`src/rtl/smon_pkg.sv`:
```
package smon_pkg;
  typedef enum logic [1:0] {
    CAUSE_NONE  = 2'd0,
    CAUSE_STORE = 2'd1,
    CAUSE_IRQ   = 2'd2
  } cause_e;
endpackage

```
`src/rtl/smon_line_match.sv`:
```
module smon_line_match #(
  parameter int AW   = 32,
  parameter int OFS  = 6,
  parameter int LENW = 4
) (
  input  logic [AW-OFS-1:0] line_q,
  input  logic              snp_valid,
  input  logic [AW-1:0]     snp_addr,
  input  logic [LENW-1:0]   snp_len,
  output logic              hit
);
  localparam int LW = AW - OFS;

  logic [AW:0] end_byte;
  logic [LW:0] first_line, last_line, tgt_line;
  logic        unused_end;

  always_comb begin
    end_byte   = {1'b0, snp_addr} + {{(AW+1-LENW){1'b0}}, snp_len} - {{AW{1'b0}}, 1'b1};
    first_line = {1'b0, snp_addr[AW-1:OFS]};
    last_line  = end_byte[AW:OFS];
    tgt_line   = {1'b0, line_q};
    hit = snp_valid && (snp_len != '0) &&
          (first_line <= tgt_line) && (last_line >= tgt_line);
  end

  assign unused_end = ^end_byte[OFS-1:0];
endmodule

```
`src/rtl/smon_ctx_ctrl.sv`:
```
module smon_ctx_ctrl
  import smon_pkg::*;
(
  input  logic   clk,
  input  logic   rst_n,
  input  logic   arm_valid,
  input  logic   wait_req,
  input  logic   hit,
  input  logic   irq,
  output logic   asleep,
  output logic   wake,
  output logic   pending,
  output cause_e cause
);
  logic   armed_q, asleep_q, wake_q, pend_q;
  cause_e cause_q;
  logic   ev;
  cause_e ev_cause;

  always_comb begin
    ev       = armed_q && (hit || irq);
    ev_cause = hit ? CAUSE_STORE : CAUSE_IRQ;
  end

  always_ff @(posedge clk or negedge rst_n) begin
    if (!rst_n) begin
      armed_q  <= 1'b0;
      asleep_q <= 1'b0;
      wake_q   <= 1'b0;
      pend_q   <= 1'b0;
      cause_q  <= CAUSE_NONE;
    end else begin
      wake_q <= 1'b0;
      if (arm_valid) begin
        armed_q <= 1'b1;
        pend_q  <= 1'b0;
        cause_q <= CAUSE_NONE;
      end else begin
        if (ev && !pend_q) begin
          pend_q  <= 1'b1;
          cause_q <= ev_cause;
        end
        if (asleep_q) begin
          if (ev) begin
            asleep_q <= 1'b0;
            wake_q   <= 1'b1;
            armed_q  <= 1'b0;
          end
        end else if (wait_req && armed_q) begin
          if (pend_q || ev) begin
            wake_q  <= 1'b1;
            armed_q <= 1'b0;
          end else begin
            asleep_q <= 1'b1;
          end
        end
      end
    end
  end

  assign asleep  = asleep_q;
  assign wake    = wake_q;
  assign pending = pend_q;
  assign cause   = cause_q;
endmodule

```
`src/rtl/store_line_monitor.sv`:
```
module store_line_monitor
  import smon_pkg::*;
#(
  parameter int AW         = 32,
  parameter int LINE_BYTES = 64,
  parameter int LENW       = 4
) (
  input  logic          clk,
  input  logic          rst_n,
  input  logic          arm_valid,
  input  logic [AW-1:0] arm_addr,
  input  logic          wait_req,
  input  logic          snp_valid,
  input  logic [AW-1:0] snp_addr,
  input  logic [LENW-1:0] snp_len,
  input  logic          irq,
  output logic          asleep,
  output logic          wake,
  output logic          evt_pending,
  output logic [1:0]    wake_cause
);
  localparam int OFS = $clog2(LINE_BYTES);
  localparam int LW  = AW - OFS;

  logic [LW-1:0] line_q;
  logic          hit;
  logic          unused_lo;
  cause_e        cause;

  always_ff @(posedge clk or negedge rst_n) begin
    if (!rst_n)         line_q <= '0;
    else if (arm_valid) line_q <= arm_addr[AW-1:OFS];
  end

  assign unused_lo = ^arm_addr[OFS-1:0];

  smon_line_match #(.AW(AW), .OFS(OFS), .LENW(LENW)) u_match (
    .line_q    (line_q),
    .snp_valid (snp_valid),
    .snp_addr  (snp_addr),
    .snp_len   (snp_len),
    .hit       (hit)
  );

  smon_ctx_ctrl u_ctrl (
    .clk       (clk),
    .rst_n     (rst_n),
    .arm_valid (arm_valid),
    .wait_req  (wait_req),
    .hit       (hit),
    .irq       (irq),
    .asleep    (asleep),
    .wake      (wake),
    .pending   (evt_pending),
    .cause     (cause)
  );

  assign wake_cause = cause;
endmodule

```
`config.mk`:
```
export PLATFORM = sky130hd
export DESIGN_NAME = store_line_monitor
export DESIGN_NICKNAME = d
export VERILOG_FILES = /design/src/rtl/smon_pkg.sv /design/src/rtl/smon_line_match.sv /design/src/rtl/smon_ctx_ctrl.sv /design/src/rtl/store_line_monitor.sv
export SDC_FILE = /design/constraint.sdc
export NUM_CORES = 1
export LEC_CHECK = 0
export ABC_AREA = 1
export BUFFER_PORTS_ARGS = -buffer_cell sky130_fd_sc_hd__buf_2
export CAP_MARGIN = 15
export CELL_PAD_IN_SITES_DETAIL_PLACEMENT = 0
export CELL_PAD_IN_SITES_GLOBAL_PLACEMENT = 1
export CORE_MARGIN = 4
export CORE_UTILIZATION = 37
export CTS_CLUSTER_SIZE = 30
export DETAILED_ROUTE_END_ITERATION = 12
export PLACE_DENSITY = 0.8
export SETUP_SLACK_MARGIN = 0.15
export SYNTH_ARGS = -nofsm -noshare
export SYNTH_HDL_FRONTEND = slang
export SYNTH_SLANG_ARGS = --single-unit
```
`constraint.sdc`:
```
create_clock -name clk -period 1.8 [get_ports clk]
set_input_delay 0.09 -clock clk [delete_from_list [all_inputs] [get_ports clk]]
set_output_delay 0.09 -clock clk [all_outputs]
set_load 0.01 [all_outputs]
```
==> reports/results.md, run 1 <==
### Run status
- status: finished with violations
- failing checks: negative setup slack

### Worst setup path
- path depth of the worst reg2reg path: 15
- largest incremental delay on the critical path: 0.27 ns
- worst setup slack for register-to-register paths: -0.42 ns
- endpoint type of the worst setup path: register
- class of the most critical setup path: in -> reg
- standard cell with the maximum stage delay on the critical path: ha_4
- kind of start point of the critical path: primary input
- worst flop-to-flop path startpoint: line_q[17]$_DFFE_PN0P_
- most frequent cell on the critical path: nand2_1
- data arrival time of the critical path: 3.48 ns
- R2R Path End: u_ctrl.armed_q$_DFFE_PN0P_
- critical path fanouts, max: 2
- Req. time, crit path: 1.99 ns

### Synth
- Most used DFF post-synth: dfrtp_1
- Seq/Total Area, Yosys: 19.0%
- adder and majority cell fraction of the synthesized area: 25.3%
- simple-gate share of the synthesized area: 22.8%
- cell count after synthesis: 616
- xor/xnor cell area share of the yosys netlist: 5.41%
- FF+latch count, synth: 32
- net count after synthesis: 775
- top-area cell type share of the netlist area: 25.3%
- dominant combinational cell family by area after synthesis: adder cells
- Synth area leaders: ha_1 (25%), dfrtp_1 (19%), nand2_1 (12%)
- dominant cell type by area after synthesis: ha_1
- ys async rst share: 100%
- number of warnings reported in the yosys synthesis log: 0
- mean post-synth cell area: 6.83 um^2
- number of flops mapped to enable cells by yosys: 0
- netlist area before placement: 4210 um^2
- Synth Area in Compound Gates: 17.1%
- Distinct cells, synth: 37
- post-synthesis mux area share: 0%

### Worst hold path
- count of cells along the worst hold path: 3
- start point of the worst min-delay path: arm_addr[16]
- HP Class: in -> reg
- Hold Path Sink: line_q[10]$_DFFE_PN0P_

### STA
- setup TNS after final layout: -8.62 ns
- Period Utilization, post-route: 183%
- setup slack of the critical path after layout: -1.49 ns
- pins over their slew limit: 0
- min cycle time layout: 3.29 ns
- slew at the pin closest to its max-slew limit: 0.782 ns
- number of failing hold endpoints at the final stage: 0
- Clock Skews: 0.00632 ns
- relative slew slack: 47.9%
- max frequency: 304 MHz
- setup repair after global routing missed its margin: yes
- endpoints failing setup: 6

### Floorplan
- Die Span X: 115 um
- core region area: 11,000 um^2
- die area: 13,100 um^2
- Row Count: 38
- Top-Level Pins: 79
- effective utilization at floorplan: 38.3%
- Die H: 115 um

### Placed design
- Port-buffer cells: 72
- post-detailed-placement cell area: 5890 um^2
- final RePlAce weighted congestion: 0.923
- Detail Placement HPWL: 10.8 mm
- pre-CTS setup slack: -2.04 ns

### Finish
- synth-to-layout area growth: 50.7%
- Nets: 1,005
- fraction of layout instances using a drive strength above 1: 36.0%
- number of diodes: 0
- core utilization of the finished layout: 57.7%
- post-layout instance area: 6340 um^2

### GRT
- overflow left after global routing: 0
- overall fraction of global-route tracks in use: 20.5%
- via count of the first global-routing pass: 4,973
- maximum number of pins on one net before global-route repair: 33
- global-route wire length before repair: 21.9 mm
- initial antenna violation count: 0

### Detailed routing
- Total Routed Length: 12.8 mm
- length of the first detailed-routing pass in iterations: 4
- initial detailed-routing violation count: 174
- WL per Instance: 12.9 um
- number of vias per cell: 4.80
- number of remaining DRC errors: 0
- remaining antenna violation count after routing: 0
- number of vias in the routed layout: 4,741

### Power and ir drop
- total power per unit cell area: 634 nW/um^2
- worst IR drop on VDD: 0.354 mV
- Leak Pwr: 3.49 nW

### Clock network
- clock insertion delay at the later pin of the skew report: 0.29 ns
- number of buffers on the longest clock path: 2
- Clk pin slew, worst setup/hold paths: 0.07 ns
- clock tree sinks: 32
- clock buffers created by TritonCTS: 5
- CTS tree: done
- cell at the root of the clock tree: clkbuf_16
- number of H-tree branching levels: 2

### Flow run
- Max-cap violations: 0

==> metrics by stage <==
step	total power, W	instances	hold WS, ns
after global routing	0.00437	987	0.0111
after global placement	0.00287	967	0.218
after floorplan	0.00201	616	-0.206
after CTS	0.00398	984	0.000758
final	0.00402	987	0.000502
after detailed placement	0.00293	967	0.220
==> worst max-delay path: cells and delay by family <==
family / cells / cell delay [ns]
AOI/OAI and AO/OA: 4 / 0.60
xor gates and xnor gates: 1 / 0.16
adders and majority gates: 3 / 0.79
buffers and inverters: 5 / 0.29
and+or+nand+nor: 20 / 1.54
==> what timing repair did <==
action,in CTS,in global routing
endpoints found under the hold margin,34,0
gates cloned,0,0
setup buffers,6,3
gates resized for setup,38,17
pin swaps,37,28
hold buffers,3,0
endpoints found under the setup margin,6,6
==> cell type report <==
| cell class | count | area, um^2 |
|---|---|---|
| Timing Repair Buffer | 229 | 1600 |
| Tap cell | 140 | 175 |
| Fill cell | 1017 | 4640 |
| Sequential cell | 32 | 801 |
| Inverter | 110 | 430 |
| Clock inverter | 3 | 23.8 |
| Multi-Input combinational cell | 468 | 3190 |
| Clock buffer | 5 | 125 |
==> cells in the final DEF (no fill, tap or decap), drive strengths merged, types with 5 or more instances in the layout <==
master,instances
buf,226
nand2,141
inv,109
ha,85
a21oi,62
nor2,49
o21ai,48
dfrtp,32
nand3,19
xor2,16
xnor2,10
nor3,7
nand4,5
clkbuf,5
==> cell usage after synthesis (2+ instances only) <==
library cell / number
nor3_1: 7
o21ai_0: 43
buf_1: 2
nand2_2: 12
xnor2_1: 10
dfrtp_1: 32
o211ai_1: 2
o21a_1: 3
nand3_1: 18
a21oi_1: 61
nand2_1: 129
inv_2: 3
o21ai_1: 5
inv_1: 106
nor2_1: 44
xor2_1: 16
a31oi_1: 4
nand4_1: 5
nor2_2: 4
a21o_1: 2
a221oi_1: 2
o21bai_1: 4
ha_1: 85
clkbuf_1: 4
==> where the power goes <==
group	internal, W	leakage (nW)	switching, W
registers	0.000803	0.390	0.0000458
clock network	0.000515	0.0660	0.000380
logic	0.00110	3.04	0.00117
total	0.00242	3.49	0.00160
==> state kept, by name (all words and copies together), names as in the netlist <==
name,count
u_ctrl.wake,1
u_ctrl.cause,2
u_ctrl.pending,1
line_q,26
u_ctrl.armed_q,1
u_ctrl.asleep,1
==> per-layer routing <==
metal,share of wire [%],track usage [%],up-vias,wire (um)
met5,0,0,-,0
met4,3.5,8.31,0,448
met3,4.1,2.91,26,518
met2,49,36.9,93,6230
met1,44,24.3,2144,5580
li1,-,-,2478,-
==> how the worst max path moves through the flow <==
stage | startpoint | endpoint
after floorplan | snp_len[2] | u_ctrl.armed_q$_DFFE_PN0P_
after global placement | snp_len[2] | u_ctrl.armed_q$_DFFE_PN0P_
after detailed placement | snp_len[2] | u_ctrl.armed_q$_DFFE_PN0P_
after CTS | snp_len[3] | u_ctrl.armed_q$_DFFE_PN0P_
after global routing | snp_len[3] | u_ctrl.armed_q$_DFFE_PN0P_
final | snp_len[3] | u_ctrl.pending$_DFFE_PN0P_
==> logic make-up (layout without fill, tap and decap cells) <==
family	Yosys count	in the layout
fa+ha+maj	85	85
xor+xnor	26	26
flops	32	32
simple gates	225	225
compound gates	132	132
buf+inv	116	347
No activity file was read; power rests on OpenSTA's default activity.
==> inputs of run 2 (changes only) <==
--- a/config.mk
+++ b/config.mk
@@ -15,6 +15,7 @@
 export CTS_CLUSTER_SIZE = 30
 export DETAILED_ROUTE_END_ITERATION = 12
 export PLACE_DENSITY = 0.8
+export RECOVER_POWER = 50
 export SETUP_SLACK_MARGIN = 0.15
 export SYNTH_ARGS = -nofsm -noshare
 export SYNTH_HDL_FRONTEND = slang
==> reports/results.md, run 2 (synthesized netlist as in run 1, its figures left out) <==
### Run status
- status: finished with violations
- failing checks: negative hold slack, negative setup slack

### Clock network
- CTS tree: done
- clock buffers created by TritonCTS: 5
- cell at the root of the clock tree: clkbuf_16
- Clk pin slew, worst setup/hold paths: 0.07 ns
- clock insertion delay at the later pin of the skew report: 0.29 ns
- number of buffers on the longest clock path: 2
- clock tree sinks: 32
- number of H-tree branching levels: 2

### Floorplan
- Top-Level Pins: 79
- Row Count: 38
- Die H: 115 um
- Die Span X: 115 um
- die area: 13,100 um^2
- effective utilization at floorplan: 38.3%
- core region area: 11,000 um^2

### STA
- max frequency: 303 MHz
- min cycle time layout: 3.30 ns
- relative slew slack: 48.4%
- endpoints failing setup: 6
- number of failing hold endpoints at the final stage: 1
- slew at the pin closest to its max-slew limit: 0.774 ns
- pins over their slew limit: 0
- setup slack of the critical path after layout: -1.50 ns
- setup repair after global routing missed its margin: yes
- Period Utilization, post-route: 183%
- final hold slack: -0.000546 ns
- Clock Skews: 0.00693 ns

### Worst setup path
- standard cell with the maximum stage delay on the critical path: ha_4
- endpoint type of the worst setup path: register
- largest incremental delay on the critical path: 0.27 ns
- Critical path origin: snp_len[3]
- worst flop-to-flop path startpoint: line_q[17]$_DFFE_PN0P_
- path depth of the worst reg2reg path: 15
- Req. time, crit path: 1.99 ns
- kind of start point of the critical path: primary input
- critical path fanouts, max: 2
- class of the most critical setup path: in -> reg
- most frequent cell on the critical path: nand2_1
- data arrival time of the critical path: 3.49 ns

### Detailed routing
- initial detailed-routing violation count: 175
- length of the first detailed-routing pass in iterations: 4
- number of vias per cell: 4.79
- WL per Instance: 12.9 um
- number of vias in the routed layout: 4,731
- Total Routed Length: 12.7 mm
- remaining antenna violation count after routing: 0
- number of remaining DRC errors: 0

### Power and ir drop
- worst IR drop on VDD: 0.354 mV
- part of the total power dissipated in the clock network: 22.3%
- Leak Pwr: 3.46 nW
- sequential share of power: 21.2%
- internal power contribution: 0.00241 W
- Sw Share: 39.9%
- total power per unit cell area: 633 nW/um^2
- net switching power figure: 0.00160 W
- portion of total power attributed to combinational logic: 56.5%

### Finish
- post-layout instance area: 6320 um^2
- Biggest register: line_q
- Nets: 1,005
- fraction of layout instances using a drive strength above 1: 35.1%
- core utilization of the finished layout: 57.5%
- number of diodes: 0
- max FFs per register: 26
- most used cells in the layout excluding fill and tap cells: buf_4 (135), nand2_1 (121), inv_1 (97), ha_1 (81), buf_2 (64)
- synth-to-layout area growth: 50.2%
- commonest non-fill, non-tap cell in the layout: buf_4
- final-layout fill cell count: 1,027

### Worst hold path
- count of cells along the worst hold path: 3
- start point of the worst min-delay path: arm_addr[16]
- HP Class: in -> reg

### GRT
- via count of the first global-routing pass: 4,973
- global-route wire length before repair: 21.9 mm
- initial antenna violation count: 0
- maximum number of pins on one net before global-route repair: 33
- overall fraction of global-route tracks in use: 20.5%
- overflow left after global routing: 0

### Flow run
- Max-cap violations: 0

### Placed design
- Port-buffer cells: 72
- final RePlAce weighted congestion: 0.923
- pre-CTS setup slack: -2.04 ns
- post-detailed-placement cell area: 5890 um^2
- Detail Placement HPWL: 10.8 mm

run 2: cell count changes in the layout (fill, tap and decap cells not counted):
cell,delta
buf_4,-17
clkbuf_1,+8
clkbuf_4,+13
buf_2,-4
run 2: power groups by stage:
stage	Sequential, W	Clock (W)	Combinational, W
3_5_place_dp	0.000859	0	0.00207
6_report	0.000849	0.000893	0.00226
2_1_floorplan	0.000862	0	0.00114
4_1_cts	0.000849	0.000918	0.00221
5_1_grt	0.000858	0.000942	0.00256
3_3_place_gp	0.000856	0	0.00201
run 2: worst paths after layout:
kind	to	slack (ns)
max	u_ctrl.pending$_DFFE_PN0P_	-1.50
min reg2reg	u_ctrl.cause[1]$_DFFE_PN0P_	0.53
max reg2reg	u_ctrl.armed_q$_DFFE_PN0P_	-0.44
max in group asynchronous	u_ctrl.asleep$_DFFE_PN0N_	0.89
min in group asynchronous	line_q[8]$_DFFE_PN0P_	0.40
min	line_q[10]$_DFFE_PN0P_	-0.0005
run 2: timing repair:
item                                    4_1_cts  5_1_grt
resized for setup                            38       17
gates cloned                                  0        0
hold buffers                                  3        0
setup buffers                                 6        3
endpoints found under the hold margin        34        0
pin swaps                                    37       28
endpoints found under the setup margin        6        6
run 2: routing by layer:
layer	wire length (um)	global-route usage, %	vias to the layer above	share of wire [%]
met3	500	2.91	25	3.9
met4	426	8.31	0	3.4
li1	-	-	2480	-
met2	6230	36.9	91	49
met5	0	0	-	0
met1	5550	24.3	2135	44
run 2: metrics by stage:
stage                     power (W)  TNS, ns  instances
after detailed placement    0.00293   -11.76        967
after global placement      0.00287   -11.21        967
after floorplan             0.00201    -8.13        616
after global routing        0.00436   -10.50        987
final                       0.00400    -8.66        987
after CTS                   0.00398    -8.69        984
run 2: worst max-delay path, delay by kind of cell:
kind	cells	cell delay (ns)
buffers and inverters	5	0.29
AND/OR/NAND/NOR	20	1.55
adder cells (fa/ha/maj)	3	0.79
AO/OA/AOI/OAI	4	0.61
XOR/XNOR	1	0.17
run 2: final cells by class:
type | instances | area, um^2 | share of cell area [%]
multi-input combinational | 468 | 3190 | 50.5
sequential | 32 | 801 | 12.7
tap | 140 | 175 | 2.77
timing repair buffer | 229 | 1580 | 24.9
inverter | 110 | 430 | 6.81
clock buffer | 5 | 125 | 1.98
clock inverter | 3 | 23.8 | 0.376
